==> src/rtl/rx_ring_dma.sv <==
module rx_ring_dma #(
  parameter int IDX_W = 8
) (
  input  logic        clk,
  input  logic        rst_n,
  input  logic        reg_wr,
  input  logic [1:0]  reg_addr,
  input  logic [31:0] reg_wdata,
  output logic [31:0] reg_rdata,
  output logic        irq,
  input  logic        rx_valid,
  input  logic        rx_sof,
  input  logic        rx_eof,
  input  logic [7:0]  rx_data,
  input  logic [2:0]  rx_port,
  input  logic        rx_fcs_err,
  output logic        rx_ready,
  output logic        mem_req,
  output logic        mem_we,
  output logic [31:0] mem_addr,
  output logic [31:0] mem_wdata,
  input  logic        mem_gnt,
  input  logic [31:0] mem_rdata
);
  localparam logic [2:0] S_IDLE = 3'd0, S_FA = 3'd1, S_FL = 3'd2, S_RX = 3'd3,
                         S_WD = 3'd4, S_WS = 3'd5, S_WA = 3'd6, S_DROP = 3'd7;

  logic [2:0]       state;
  logic [31:0]      base_q;
  logic [1:0]       stat_q, mask_q, set_v, clr_v;
  logic [IDX_W-1:0] idx;
  logic [30:0]      w0_q;
  logic [10:0]      buflen;
  logic [11:0]      cnt;
  logic [9:0]       wptr;
  logic [31:0]      wbuf;
  logic             pend, last, ovf, fcs;
  logic [2:0]       port;

  wire [31:0] desc = base_q + {{(28-IDX_W){1'b0}}, idx, 4'b0000};
  wire        room = cnt < {1'b0, buflen};
  wire [1:0]  lane = cnt[1:0];

  assign rx_ready = (state == S_RX) || (state == S_DROP);
  assign irq      = |(stat_q & ~mask_q);
  assign set_v    = {state == S_FA && mem_gnt && !mem_rdata[31], state == S_WA && mem_gnt};
  assign clr_v    = (reg_wr && reg_addr == 2'd1) ? reg_wdata[1:0] : 2'b00;

  always_comb begin
    case (reg_addr)
      2'd0:    reg_rdata = base_q;
      2'd1:    reg_rdata = {30'd0, stat_q};
      2'd2:    reg_rdata = {30'd0, mask_q};
      default: reg_rdata = 32'd0;
    endcase
  end

  always_comb begin
    mem_req   = 1'b0;
    mem_we    = 1'b0;
    mem_addr  = desc;
    mem_wdata = 32'd0;
    case (state)
      S_FA: mem_req = 1'b1;
      S_FL: begin mem_req = 1'b1; mem_addr = desc + 32'd8; end
      S_WD: begin
        mem_req   = 1'b1;
        mem_we    = 1'b1;
        mem_addr  = {4'd0, w0_q[27:0]} + {20'd0, wptr, 2'b00};
        mem_wdata = wbuf;
      end
      S_WS: begin
        mem_req   = 1'b1;
        mem_we    = 1'b1;
        mem_addr  = desc + 32'd12;
        mem_wdata = {5'd0, cnt[10:0], 1'b0, port, 10'd0, ovf, fcs};
      end
      S_WA: begin
        mem_req   = 1'b1;
        mem_we    = 1'b1;
        mem_wdata = {1'b0, w0_q};
      end
      default: ;
    endcase
  end

  always_ff @(posedge clk or negedge rst_n) begin
    if (!rst_n) begin
      state  <= S_IDLE;
      base_q <= '0;
      stat_q <= '0;
      mask_q <= '0;
      idx    <= '0;
      w0_q   <= '0;
      buflen <= '0;
      cnt    <= '0;
      wptr   <= '0;
      wbuf   <= '0;
      pend   <= 1'b0;
      last   <= 1'b0;
      ovf    <= 1'b0;
      fcs    <= 1'b0;
      port   <= '0;
    end else begin
      if (reg_wr && reg_addr == 2'd0) base_q <= {reg_wdata[31:4], 4'b0000};
      if (reg_wr && reg_addr == 2'd2) mask_q <= reg_wdata[1:0];
      stat_q <= (stat_q & ~clr_v) | set_v;
      case (state)
        S_IDLE: if (rx_valid && rx_sof) state <= S_FA;
        S_FA: if (mem_gnt) begin
          if (mem_rdata[31]) begin
            w0_q  <= mem_rdata[30:0];
            state <= S_FL;
          end else begin
            state <= S_DROP;
          end
        end
        S_FL: if (mem_gnt) begin
          buflen <= mem_rdata[10:0];
          cnt    <= '0;
          wbuf   <= '0;
          pend   <= 1'b0;
          last   <= 1'b0;
          ovf    <= 1'b0;
          state  <= S_RX;
        end
        S_RX: if (rx_valid) begin
          if (rx_eof) begin
            last <= 1'b1;
            port <= rx_port;
            fcs  <= rx_fcs_err;
          end
          if (room) begin
            wbuf[{lane, 3'b000} +: 8] <= rx_data;
            cnt  <= cnt + 12'd1;
            wptr <= cnt[11:2];
            if (lane == 2'd3 || rx_eof) state <= S_WD;
            else pend <= 1'b1;
          end else begin
            ovf <= 1'b1;
            if (rx_eof) state <= pend ? S_WD : S_WS;
          end
        end
        S_WD: if (mem_gnt) begin
          wbuf  <= '0;
          pend  <= 1'b0;
          state <= last ? S_WS : S_RX;
        end
        S_WS: if (mem_gnt) state <= S_WA;
        S_WA: if (mem_gnt) begin
          idx   <= w0_q[28] ? '0 : idx + 1'b1;
          state <= S_IDLE;
        end
        S_DROP: if (rx_valid && rx_eof) state <= S_IDLE;
        default: state <= S_IDLE;
      endcase
    end
  end
endmodule

==> config.mk <==
export PLATFORM = sky130hd
export DESIGN_NAME = rx_ring_dma
export DESIGN_NICKNAME = d
export VERILOG_FILES = /design/src/rtl/rx_ring_dma.sv
export SDC_FILE = /design/constraint.sdc
export NUM_CORES = 1
export LEC_CHECK = 0
export CORE_MARGIN = 2
export CORE_UTILIZATION = 45
export CTS_CLUSTER_SIZE = 14
export DETAILED_ROUTE_END_ITERATION = 12
export PLACE_DENSITY = 0.83
export RECOVER_POWER = 100
export SYNTH_ARGS = -nofsm -noshare
export SYNTH_HDL_FRONTEND = slang
export SYNTH_SLANG_ARGS = --single-unit
==> constraint.sdc <==
create_clock -name clk -period 5.15 [get_ports clk]
set_input_delay 1.03 -clock clk [delete_from_list [all_inputs] [get_ports clk]]
set_output_delay 1.03 -clock clk [all_outputs]
set_load 0.005 [all_outputs]
* Word level (Yosys, flattened, before mapping)
Cells that the tools add are included.
Storage, ports and cells: output and inout port bits 100, memory bits (writable) 0, latch bits 0, bits of input ports 85, memory bits (read-only) 0, word-level logic and storage cells 127, memories 0, register bits after elaboration 146
Operators by class: order comparisons 1, divide/modulo/power cells 0, bitwise gates (word level) 5, multiplexer cells 42, multipliers 0, shift operators 2, equal/unequal tests 25, reductions and logical operators 30, add/subtract/negate cells 7
Operators by type and width (count):
- $pmux 32 s3 | 3
- $mux 32 | 3
- $add 32x4->32 const B | 2
- $pmux 32 s2 | 1
- $mux 3 | 13
- $mux 12 | 3
- $add 32x12->32 | 1
- $bwmux 32 | 1
- $shift 8x7->32 const A | 1
- $shiftx 8x7->32 | 1
- $add 28x12->29 | 1
- $pmux 12 s2 | 1
- $pmux 3 s8 | 1
- $ne 2x2->1 const B | 11
- $reduce_and 4->1 | 4
- $add 12x1->12 const B | 1
- $eq 3x3->1 const B | 4
- $lt 12x11->1 | 1
- $mux 1 | 11
- $reduce_and 10->1 | 1
- $reduce_and 3->1 | 3
- $add 8x1->8 const B | 1
- $logic_and 1x1->1 | 8
- $mux 8 | 1
- 23 further kinds | 34

* Logic depth before layout (Yosys ltp)
Gate-level depths: netlist of the first run.
word-level depth 6, mapped depth 10

* Least setup slack after synthesis of the first run
Ideal clock, no wire load.
path type reg-to-output, from register w0_q[2], to output mem_addr[24], data required time 4.120 ns, arrival time 2.382 ns, slack 1.738 ns, stages on the path, launching flop included 9, buffers on the path 0, cell sequence dfrtp_1 > ha_1 > fa_1 > a21o_1 > a221o_1 > a211oi_2 > nor2_1 > a311oi_1 > a311oi_1
On the way: cells in the longest elaborated chain, start to end 2
Ends and longest elaborated chain:
- start, declared | RTL line 32 | logic [30:0] w0_q;
- start signal, assigned | RTL line 112 | w0_q <= mem_rdata[30:0];
- $add 28x12->29 | RTL line 69 | mem_addr = {4'd0, w0_q[27:0]} + {20'd0, wptr, 2'b00};
- $pmux 32 s3 | RTL line 63 | case (state)
- end, declared | RTL line 20 | output logic [31:0] mem_addr,
No other way between the ends.

* Worst setup path in the final report of the first run
Ends and elaborated chain as after synthesis.

==> results of run 1 <==
-- power by group --
group	switching [mW]	total, mW	leakage, nW	internal [mW]
logic	1.14	2.27	2.87	1.13
clock network	0.482	1.33	0.302	0.846
registers	0.398	1.86	1.87	1.46
total	2.02	5.46	5.05	3.44
-- cells in the mapped netlist, types with 3 or more instances --
cell,n
sky130_fd_sc_hd__a211oi_1,5
sky130_fd_sc_hd__a21o_1,10
sky130_fd_sc_hd__a21oi_1,24
sky130_fd_sc_hd__a22o_1,50
sky130_fd_sc_hd__and2_1,50
sky130_fd_sc_hd__and3_1,15
sky130_fd_sc_hd__and4_1,3
sky130_fd_sc_hd__buf_1,9
sky130_fd_sc_hd__clkbuf_1,30
sky130_fd_sc_hd__dfrtp_1,146
sky130_fd_sc_hd__ha_1,35
sky130_fd_sc_hd__inv_1,28
sky130_fd_sc_hd__mux2_2,71
sky130_fd_sc_hd__mux2i_1,31
sky130_fd_sc_hd__nand2_1,77
sky130_fd_sc_hd__nand2b_1,8
sky130_fd_sc_hd__nand3_1,26
sky130_fd_sc_hd__nand3b_1,4
sky130_fd_sc_hd__nand4_1,12
sky130_fd_sc_hd__nor2_1,49
sky130_fd_sc_hd__nor2b_1,6
sky130_fd_sc_hd__nor3_1,21
sky130_fd_sc_hd__nor4_1,8
sky130_fd_sc_hd__o211ai_1,5
sky130_fd_sc_hd__o21a_1,5
sky130_fd_sc_hd__o21ai_0,52
sky130_fd_sc_hd__o22ai_1,5
sky130_fd_sc_hd__o31ai_1,3
sky130_fd_sc_hd__or2_2,4
sky130_fd_sc_hd__xnor2_1,35
sky130_fd_sc_hd__xor2_1,16
-- worst register-to-register path: stages, from the launching register on --
cell,delay [ps]
sky130_fd_sc_hd__dfrtp_1,480
sky130_fd_sc_hd__ha_1,350
sky130_fd_sc_hd__and4_2,240
sky130_fd_sc_hd__a2111oi_0,460
sky130_fd_sc_hd__o31ai_1,320
sky130_fd_sc_hd__nor3_1,1010
sky130_fd_sc_hd__nor4b_1,1200
sky130_fd_sc_hd__a22o_1,270
-- area by class of cell --
type,instances,area [sq um],area share
clock buffer,22,474,0.0413
multi-input combinational,677,4920,0.428
inverter,28,105,0.00914
sequential,146,3650,0.318
clock inverter,9,154,0.0134
timing repair buffer,192,1860,0.162
tap,265,332,0.0288
-- state kept, by name (all words and copies together) (netlist names), 2 cells and up --
name and count:
mask_q 2, wbuf 32, idx 8, buflen 11, w0_q 31, cnt 12, stat_q 2, base_q 28
wptr 10, port 3, state 3
-- metrics by stage --
step | instance area [sq um] | hold WS [ps]
2_1_floorplan | 8940 | 462
3_3_place_gp | 11000 | 482
3_5_place_dp | 11000 | 481
4_1_cts | 11600 | 503
5_1_grt | 11500 | 515
6_report | 11500 | 505
-- kinds of logic (layout without fill, tap and decap cells) --
family,after synthesis,in the layout,share of synthesized area
AO/OA/AOI/OAI,186,186,0.151
XOR/XNOR,51,51,0.0500
adder cells (fa/ha/maj),37,37,0.0535
buffers and inverters,73,251,0.0344
flip-flops,146,146,0.409
multiplexers,102,102,0.124
other,1,2,0.000419
AND/OR/NAND/NOR,299,299,0.177
-- layer usage --
metal,vias up,routed length (um),track usage
met5,-,0,0
met4,0,675,0.0817
met3,56,1990,0.0503
met2,374,11900,0.393
met1,3677,11100,0.331
li1,3559,-,-
-- path summary, 6_finish.rpt --
path / endpoint / slack, ps / cells after the start
setup / recovery: mem_addr[24] / 300 / 9
hold / removal: wbuf[17] / 510 / 1
setup reg to reg: wbuf[31] / 750 / 7
hold reg to reg: wbuf[17] / 510 / 1
max in group asynchronous: w0_q[15] / 1510 / 2
min in group asynchronous: mask_q[0] / 1280 / 1
==> key figures, run 1 <==
Critical path
  – Crit path required time: 4120 ps
  – Cell repeated most along the worst path: sky130_fd_sc_hd__a311oi_1
  – Bufs and invs on worst path: 1
  – Worst Path Max Fanout: 7
  – Signal arrival time at the worst endpoint: 3820 ps
  – CP endpoint kind: output port
  – CP max stage delay: 620 ps
  – Critical-path top delay cell: sky130_fd_sc_hd__dlygate4sd3_1
  – Startpoint-to-endpoint class of the critical path: flip-flop to output port
  – Startpoint types: flip-flop
  – Beginning of the critical path: w0_q[2]
  – Chain of cells forming the critical path: ha_1 > fa_1 > a21o_1 > a221o_1 > a211oi_2 > nor2_1 > a311oi_1 > a311oi_1 > dlygate4sd3_1
  – Worst path top cell family by delay: compound AO/OA/AOI/OAI gates
  – Crit Reg-Reg Startpoint: cnt[9]

Logic synthesis
  – Number of warnings issued by yosys: 0
  – Flip-flop cell with the highest count after synthesis: sky130_fd_sc_hd__dfrtp_1
  – Cell taking the most area after synthesis: sky130_fd_sc_hd__dfrtp_1
  – Area share of the largest cell type after synthesis: 0.409
  – Post-synth ARST share: 1.00
  – Seq/Total Area, Yosys: 0.409
  – Synth top area cells: sky130_fd_sc_hd__dfrtp_1, sky130_fd_sc_hd__mux2_2, sky130_fd_sc_hd__a22o_1
  – Number of register bits inferred by synthesis: 146
  – Average footprint of a synthesized cell: 9.99 sq um
  – Post-synth design cell area: 0.00894 sq mm
  – Post-synth EDFFs: 0
  – Unique masters post-synth: 67
  – Instance count of the mapped netlist: 895

Detailed routing
  – Post-DR vias/cell: 5.73
  – Via count of the routed design: 7666
  – DRC errors left: 0
  – Detailed Route WL: 25700 um
  – Length of the first detailed-routing pass in iterations: 5
  – Detail Route Antenna Nets: 0
  – Wirelength per Cell: 19.2 um
  – First-iteration detailed-routing DRC count: 656

Final layout
  – Most frequent cells in the layout: sky130_fd_sc_hd__dfrtp_1, sky130_fd_sc_hd__clkdlybuf4s50_1, sky130_fd_sc_hd__nand2_1
  – Final Core Density: 0.591
  – Finished Layout Cells: 1339
  – Fraction of final layout cells sized beyond drive strength 1: 0.113
  – Antenna cell count: 0
  – Final nets: 1184
  – Number of inserted filler cells in the final layout: 1613
  – Leading cell type in the layout, fill and taps excluded: sky130_fd_sc_hd__dfrtp_1
  – Layout-stage area growth over the synthesis result: 28.6%

Timing
  – Setup slack of the critical path after layout: 305 ps
  – Final sum of negative setup slack: 0 ps
  – Final count of hold timing violations: 0
  – Timing-limited maximum frequency: 206 MHz
  – Worst clock skew on the final layout: 8.07 ps
  – Slew margin rel.: -0.596
  – Period Utilization, post-route: 0.941
  – Final critical-path required period: 4850 ps
  – Setup violations, final: 0
  – Slew @ Worst Pin: 2390 ps
  – Count of pins over their slew limit: 211
  – Unrepaired setup endpoints after global routing: no

Clock network
  – Max clock buf depth: 2
  – Clock-pin transition on the worst setup and hold timing paths: 60 ps
  – Buffer count from post-CTS setup fixing: 0
  – CTS tree: built
  – Latest clock arrival within the worst-skew pair: 430 ps
  – # clock sinks: 146
  – Root buf cell: sky130_fd_sc_hd__clkbuf_16
  – Cells resized by post-CTS repair: 0
  – Count of hold buffers inserted by post-cts repair: 0
  – Cts bufs inserted: 17
  – H-tree depth: 4

Min path
  – Source of the worst hold timing path: wbuf[17]
  – Min-delay worst type: flip-flop to flip-flop

Placed design
  – Gp weighted congestion: 0.906
  – Half-perimeter wire length after detailed placement: 18900 um
  – IO buf count: 180
  – Worst Setup Slack post-DPL: 895 ps
  – Number of placed instances, taps included: 1308

Power and ir drop
  – Total chip power: 5.46 mW
  – Pwr Density: 475 mW/mm^2
  – LEAKAGE: 5.05 nW
  – Worst IR drop on VDD: 275 uV

Global route
  – Pin count of the biggest net entering global routing: 94
  – Via count of the first global-routing pass: 7451
  – Total congestion overflow: 0
  – First-pass GRT wire length: 40800 um
  – Gr usage total: 0.245
  – Number of antenna violations at the first check in global routing: 0

Floorplanning
  – Die X-Extent: 145 um
  – Die Footprint: 0.0210 sq mm
  – Floorplan die height: 145 um
  – I/O pin count: 185
  – Total number of placement rows: 51
  – Area of the placeable core: 0.0195 sq mm
  – Initial cell density of the core: 0.459

Run
  – Max-cap violations: 5

Status
  – Violated checks: max-capacitance violations, max-slew violations
  – Status: complete, but fails checks
(Power assumes the default switching activity.)
==> run 2: changes to the inputs <==
CTS_BUF_LIST = sky130_fd_sc_hd__clkbuf_8 sky130_fd_sc_hd__clkbuf_16   (was unset)
==> run 2 against run 1 <==
The flow still finishes with violations (max-capacitance violations, max-slew violations). Global-route usage is the same. Clock skew is essentially flat. Combinational power about the same. Total power is essentially flat. Setup slack better by 4.4 ps. Clock-buffer cell count is 2 lower. Maximum frequency about the same. Clock power about the same. Cell count did not move. Flip-flop and latch count stayed put. Critical path type unchanged. Largest cell class unchanged.
==> key figures, run 2 (synthesis results as in run 1) <==
Status
  – Status: complete, but fails checks
  – Violated checks: max-capacitance violations, max-slew violations

Timing
  – Worst clock skew on the final layout: 7.89 ps
  – Slew margin rel.: -0.610
  – Timing-limited maximum frequency: 207 MHz
  – Final-layout worst hold slack: 505 ps
  – Final critical-path required period: 4840 ps
  – Final count of hold timing violations: 0
  – Count of pins over their slew limit: 211
  – Unrepaired setup endpoints after global routing: no
  – Slew @ Worst Pin: 2410 ps
  – Period Utilization, post-route: 0.940
  – Setup violations, final: 0
  – Setup slack of the critical path after layout: 309 ps
  – Final sum of negative setup slack: 0 ps

Min path
  – Min-delay worst type: flip-flop to flip-flop

Floorplanning
  – I/O pin count: 185
  – Total number of placement rows: 51
  – Die X-Extent: 145 um
  – Floorplan die height: 145 um
  – Initial cell density of the core: 0.459
  – Die Footprint: 0.0210 sq mm
  – Area of the placeable core: 0.0195 sq mm

Global route
  – First-pass GRT wire length: 40800 um
  – GR Layer Usage met1: 0.331
  – GR Layer Usage met2: 0.393
  – Met3 Usage GRT: 0.0503
  – Number of antenna violations at the first check in global routing: 0
  – Gr usage total: 0.245
  – Top Usage Layer GRT: met2
  – Via count of the first global-routing pass: 7451
  – Pin count of the biggest net entering global routing: 94
  – Total congestion overflow: 0

Critical path
  – Crit path required time: 4120 ps
  – Chain of cells forming the critical path: ha_1 > fa_1 > a21o_1 > a221o_1 > a211oi_2 > nor2_1 > a311oi_1 > a311oi_1 > dlygate4sd3_1
  – Signal arrival time at the worst endpoint: 3810 ps
  – CP max stage delay: 620 ps
  – Worst Path Max Fanout: 7
  – CP endpoint kind: output port
  – Register-to-register path setup slack: 750 ps
  – Startpoint types: flip-flop
  – Cell repeated most along the worst path: sky130_fd_sc_hd__a311oi_1
  – Critical-path top delay cell: sky130_fd_sc_hd__dlygate4sd3_1
  – Startpoint-to-endpoint class of the critical path: flip-flop to output port

Power and ir drop
  – Seq pwr share: 0.342
  – Internal portion of total power: 3.43 mW
  – Switching power: 2.02 mW
  – Switch share: 0.371
  – Clock power frac: 0.243
  – Worst IR drop on VDD: 275 uV
  – LEAKAGE: 5.06 nW
  – Pwr Density: 475 mW/mm^2
  – Combinational power share: 0.416

Clock network
  – H-tree depth: 4
  – Clock-pin transition on the worst setup and hold timing paths: 60 ps
  – CTS tree: built
  – Count of hold buffers inserted by post-cts repair: 0
  – Latest clock arrival within the worst-skew pair: 430 ps
  – Root buf cell: sky130_fd_sc_hd__clkbuf_16
  – Max clock buf depth: 2
  – Buffer count from post-CTS setup fixing: 0
  – Cells resized by post-CTS repair: 0
  – Cts bufs inserted: 17
  – # clock sinks: 146

Final layout
  – Register with the most flip-flops: wbuf
  – Leading cell type in the layout, fill and taps excluded: sky130_fd_sc_hd__dfrtp_1
  – Number of flip-flops under the largest register name: 32
  – Most frequent cells in the layout: sky130_fd_sc_hd__dfrtp_1, sky130_fd_sc_hd__clkdlybuf4s50_1, sky130_fd_sc_hd__nand2_1
  – Final Core Density: 0.591
  – Cell area after layout: 0.0115 sq mm
  – Leading registers by flop count: wbuf: 32 flops, w0_q: 31 flops, base_q: 28 flops
  – Layout-stage area growth over the synthesis result: 28.6%
  – Final nets: 1184
  – Antenna cell count: 0
  – Fraction of final layout cells sized beyond drive strength 1: 0.113

Placed design
  – Gp weighted congestion: 0.906
  – Placed cell area: 0.0110 sq mm
  – Half-perimeter wire length after detailed placement: 18900 um
  – IO buf count: 180
  – Worst Setup Slack post-DPL: 895 ps

Detailed routing
  – Wirelength per Cell: 19.2 um
  – Via count of the routed design: 7674
  – Post-DR vias/cell: 5.73
  – Length of the first detailed-routing pass in iterations: 5
  – Detail Route Antenna Nets: 0
  – Detailed Route WL: 25800 um
  – DRC errors left: 0
  – First-iteration detailed-routing DRC count: 657

Run
  – Max-cap violations: 5
-- run 2: cell types whose count changed in the layout (fill, tap and decap cells not counted) --
cell / before / now
sky130_fd_sc_hd__clkbuf_1: 10 / 8
sky130_fd_sc_hd__inv_1: 28 / 30
-- run 2: worst paths after layout --
| check | startpoint | end | cells past startpoint |
|---|---|---|---|
| min reg2reg | wbuf[17] | wbuf[17] | 1 |
| max | w0_q[2] | mem_addr[24] | 9 |
| max reg2reg | cnt[9] | wbuf[31] | 7 |
| min | wbuf[17] | wbuf[17] | 1 |
| max in group asynchronous | rst_n | w0_q[15] | 2 |
| min in group asynchronous | rst_n | mask_q[0] | 1 |
-- run 2: per-layer routing --
layer  share of wire  vias up
met4           0.026        0
met3           0.076       53
met1            0.43     3698
li1                -     3557
met2            0.46      366
met5               0        -
-- run 2: final cells by class --
type                            count  area [sq um]
Multi-Input combinational cell    677          4920
Clock buffer                       20           467
Inverter                           28           105
Fill cell                        1613          7970
Timing Repair Buffer              192          1860
Sequential cell                   146          3650
Clock inverter                     11           161
Tap cell                          265           332
-- run 2: critical path: cells and delay by family, from the launching register on --
kind            cells  cell delay (ps)
compound gates      5             1490
buf+inv             1              620
flops               1              400
simple gates        1              200
fa+ha+maj           2              680
-- run 2: metrics by stage --
stage	std cells	power, mW
2_1_floorplan	896	3.15
3_3_place_gp	1308	4.14
3_5_place_dp	1308	4.20
4_1_cts	1339	5.54
5_1_grt	1339	5.75
6_report	1339	5.45
-- run 2: power groups by stage --
stage	Sequential [mW]	Combinational, mW	Clock, mW
2_1_floorplan	1.70	1.46	0
3_3_place_gp	1.85	2.28	0
3_5_place_dp	1.87	2.33	0
4_1_cts	1.85	2.36	1.33
5_1_grt	1.90	2.47	1.39
6_report	1.86	2.27	1.32
==> run 3: changes to the inputs <==
--- a/constraint.sdc
+++ b/constraint.sdc
@@ -3,2 +3,2 @@
 set_output_delay 1.03 -clock clk [all_outputs]
-set_load 0.005 [all_outputs]
+set_load 0.05 [all_outputs]
==> run 3 against run 2 <==
The run still ends with max-capacitance violations, max-slew violations left. Clock skew down 1.2 ps. Via count decreased by 0.91%. Sequential power hardly changed. Clock-buffer cell count decreased by 3. Global-route usage decreased by 0.38 points. Cell count hardly changed. Critical endpoint is now mem_addr[14]. Largest cell class unchanged.
==> key figures, run 3 (synthesis results as in run 1) <==
Critical path
  – Register-to-register path setup slack: 540 ps
  – CP endpoint kind: output port
  – Bufs and invs on worst path: 1
  – Crit path required time: 4120 ps
  – CP max stage delay: 900 ps
  – Crit Reg-Reg Startpoint: cnt[9]
  – Worst Path Max Fanout: 7
  – Critical-path top delay cell: sky130_fd_sc_hd__dlygate4sd3_1
  – Signal arrival time at the worst endpoint: 3970 ps
  – Startpoint-to-endpoint class of the critical path: flip-flop to output port
  – Chain of cells forming the critical path: ha_1 > fa_1 > a21o_1 > a221o_1 > a211oi_4 > nor2_1 > xnor2_1 > mux2i_1 > dlygate4sd3_1
  – Startpoint types: flip-flop
  – Depth of the worst register-to-register path: 7
  – Worst path top cell family by delay: compound AO/OA/AOI/OAI gates
  – Endpoint of the most critical register-to-register path: wbuf[24]

Clock network
  – Root buf cell: sky130_fd_sc_hd__clkbuf_16
  – CTS tree: built
  – Buffer count from post-CTS setup fixing: 0
  – H-tree depth: 4
  – Latest clock arrival within the worst-skew pair: 430 ps
  – Max clock buf depth: 2
  – # clock sinks: 146
  – Count of hold buffers inserted by post-cts repair: 0
  – Cells resized by post-CTS repair: 0
  – Clock-pin transition on the worst setup and hold timing paths: 60 ps
  – Cts bufs inserted: 17

Placed design
  – Gp weighted congestion: 0.929
  – Half-perimeter wire length after detailed placement: 18700 um
  – Number of placed instances, taps included: 1306
  – Placed cell area: 0.0110 sq mm
  – IO buf count: 180

Power and ir drop
  – Switch share: 0.459
  – Internal portion of total power: 3.34 mW
  – Clock power frac: 0.203
  – Switching power: 2.83 mW
  – Worst IR drop on VDD: 434 uV
  – Combinational power share: 0.494
  – Pwr Density: 538 mW/mm^2
  – LEAKAGE: 5.17 nW
  – Total chip power: 6.17 mW
  – Seq pwr share: 0.303

Final layout
  – Number of inserted filler cells in the final layout: 1597
  – Register with the most flip-flops: wbuf
  – Most frequent cells in the layout: sky130_fd_sc_hd__dfrtp_1, sky130_fd_sc_hd__dlygate4sd3_1, sky130_fd_sc_hd__clkdlybuf4s50_1
  – Cell area after layout: 0.0115 sq mm
  – Finished Layout Cells: 1338
  – Layout-stage area growth over the synthesis result: 28.3%
  – Combined area of the multi-input logic cells: 0.00494 sq mm
  – Leading cell type in the layout, fill and taps excluded: sky130_fd_sc_hd__dfrtp_1
  – Final nets: 1182
  – Seq. cell area: 0.00365 sq mm
  – Final Core Density: 0.589
  – Number of flip-flops under the largest register name: 32
  – Antenna cell count: 0
  – Leading registers by flop count: wbuf: 32 flops, w0_q: 31 flops, base_q: 28 flops
  – Fraction of final layout cells sized beyond drive strength 1: 0.118

Timing
  – Final critical-path required period: 5000 ps
  – Period Utilization, post-route: 0.970
  – Count of pins over their slew limit: 213
  – Final sum of negative setup slack: 0 ps
  – Unrepaired setup endpoints after global routing: no
  – Timing-limited maximum frequency: 200 MHz
  – Setup violations, final: 0
  – Final count of hold timing violations: 0
  – Slew margin rel.: -0.872
  – Slew @ Worst Pin: 2810 ps
  – Worst clock skew on the final layout: 6.67 ps

Min path
  – Hold path depth: 1
  – Min-delay worst type: flip-flop to flip-flop
  – Endpoint with the worst hold slack: wbuf[31]
  – Source of the worst hold timing path: wbuf[31]

Floorplanning
  – I/O pin count: 185
  – Area of the placeable core: 0.0195 sq mm
  – Floorplan die height: 145 um
  – Die X-Extent: 145 um
  – Total number of placement rows: 51
  – Initial cell density of the core: 0.459
  – Die Footprint: 0.0210 sq mm

Detailed routing
  – Wirelength per Cell: 19.1 um
  – Post-DR vias/cell: 5.68
  – DRC errors left: 0
  – Length of the first detailed-routing pass in iterations: 5
  – Detail Route Antenna Nets: 0
  – Via count of the routed design: 7604
  – First-iteration detailed-routing DRC count: 680
  – Detailed Route WL: 25500 um

Run
  – Max-cap violations: 6

Global route
  – Number of antenna violations at the first check in global routing: 0
  – Total congestion overflow: 0
  – Pin count of the biggest net entering global routing: 112
  – Via count of the first global-routing pass: 7205
  – First-pass GRT wire length: 40200 um
  – Gr usage total: 0.241

Status
  – Status: complete, but fails checks
  – Violated checks: max-capacitance violations, max-slew violations
## run 3: layer usage
layer  global-route usage  wire length [um]  share of wire  up-vias
met2                0.375             11700           0.46      367
li1                     -                 -              -     3542
met3               0.0415              1960          0.077       48
met5                    0                 0              0        -
met1                0.342             11300           0.44     3647
met4               0.0772               590          0.023        0
## run 3: layout make-up
cell class	instances	area share
multi-input cells	677	0.430
inverters	28	0.00916
clock buffers	17	0.0371
repair buffers	190	0.161
flip-flops and latches	146	0.318
clock inverters	15	0.0147
well taps	265	0.0289
## run 3: power groups by stage
| stage | logic, mW | clock network [mW] | registers [mW] |
|---|---|---|---|
| detailed placement | 3.12 | 0 | 1.87 |
| global route | 3.25 | 1.33 | 1.90 |
| global placement | 3.09 | 0 | 1.86 |
| floorplan | 2.27 | 0 | 1.70 |
| finish | 3.04 | 1.25 | 1.87 |
| CTS | 3.15 | 1.27 | 1.85 |
## run 3: through the flow
step	setup slack [ps]	hold slack (ps)
after global placement	591	483
final	154	500
after global routing	51.5	518
after floorplan	724	462
after detailed placement	559	481
after CTS	99.0	501
## run 3: how the worst max path moves through the flow
stage / from / depth (start not counted) / to
2_1_floorplan: w0_q[2] / 7 / mem_addr[24]
3_3_place_gp: w0_q[2] / 8 / mem_addr[24]
3_5_place_dp: w0_q[2] / 8 / mem_addr[24]
4_1_cts: w0_q[2] / 8 / mem_addr[24]
5_1_grt: w0_q[2] / 9 / mem_addr[14]
6_report: w0_q[2] / 9 / mem_addr[14]
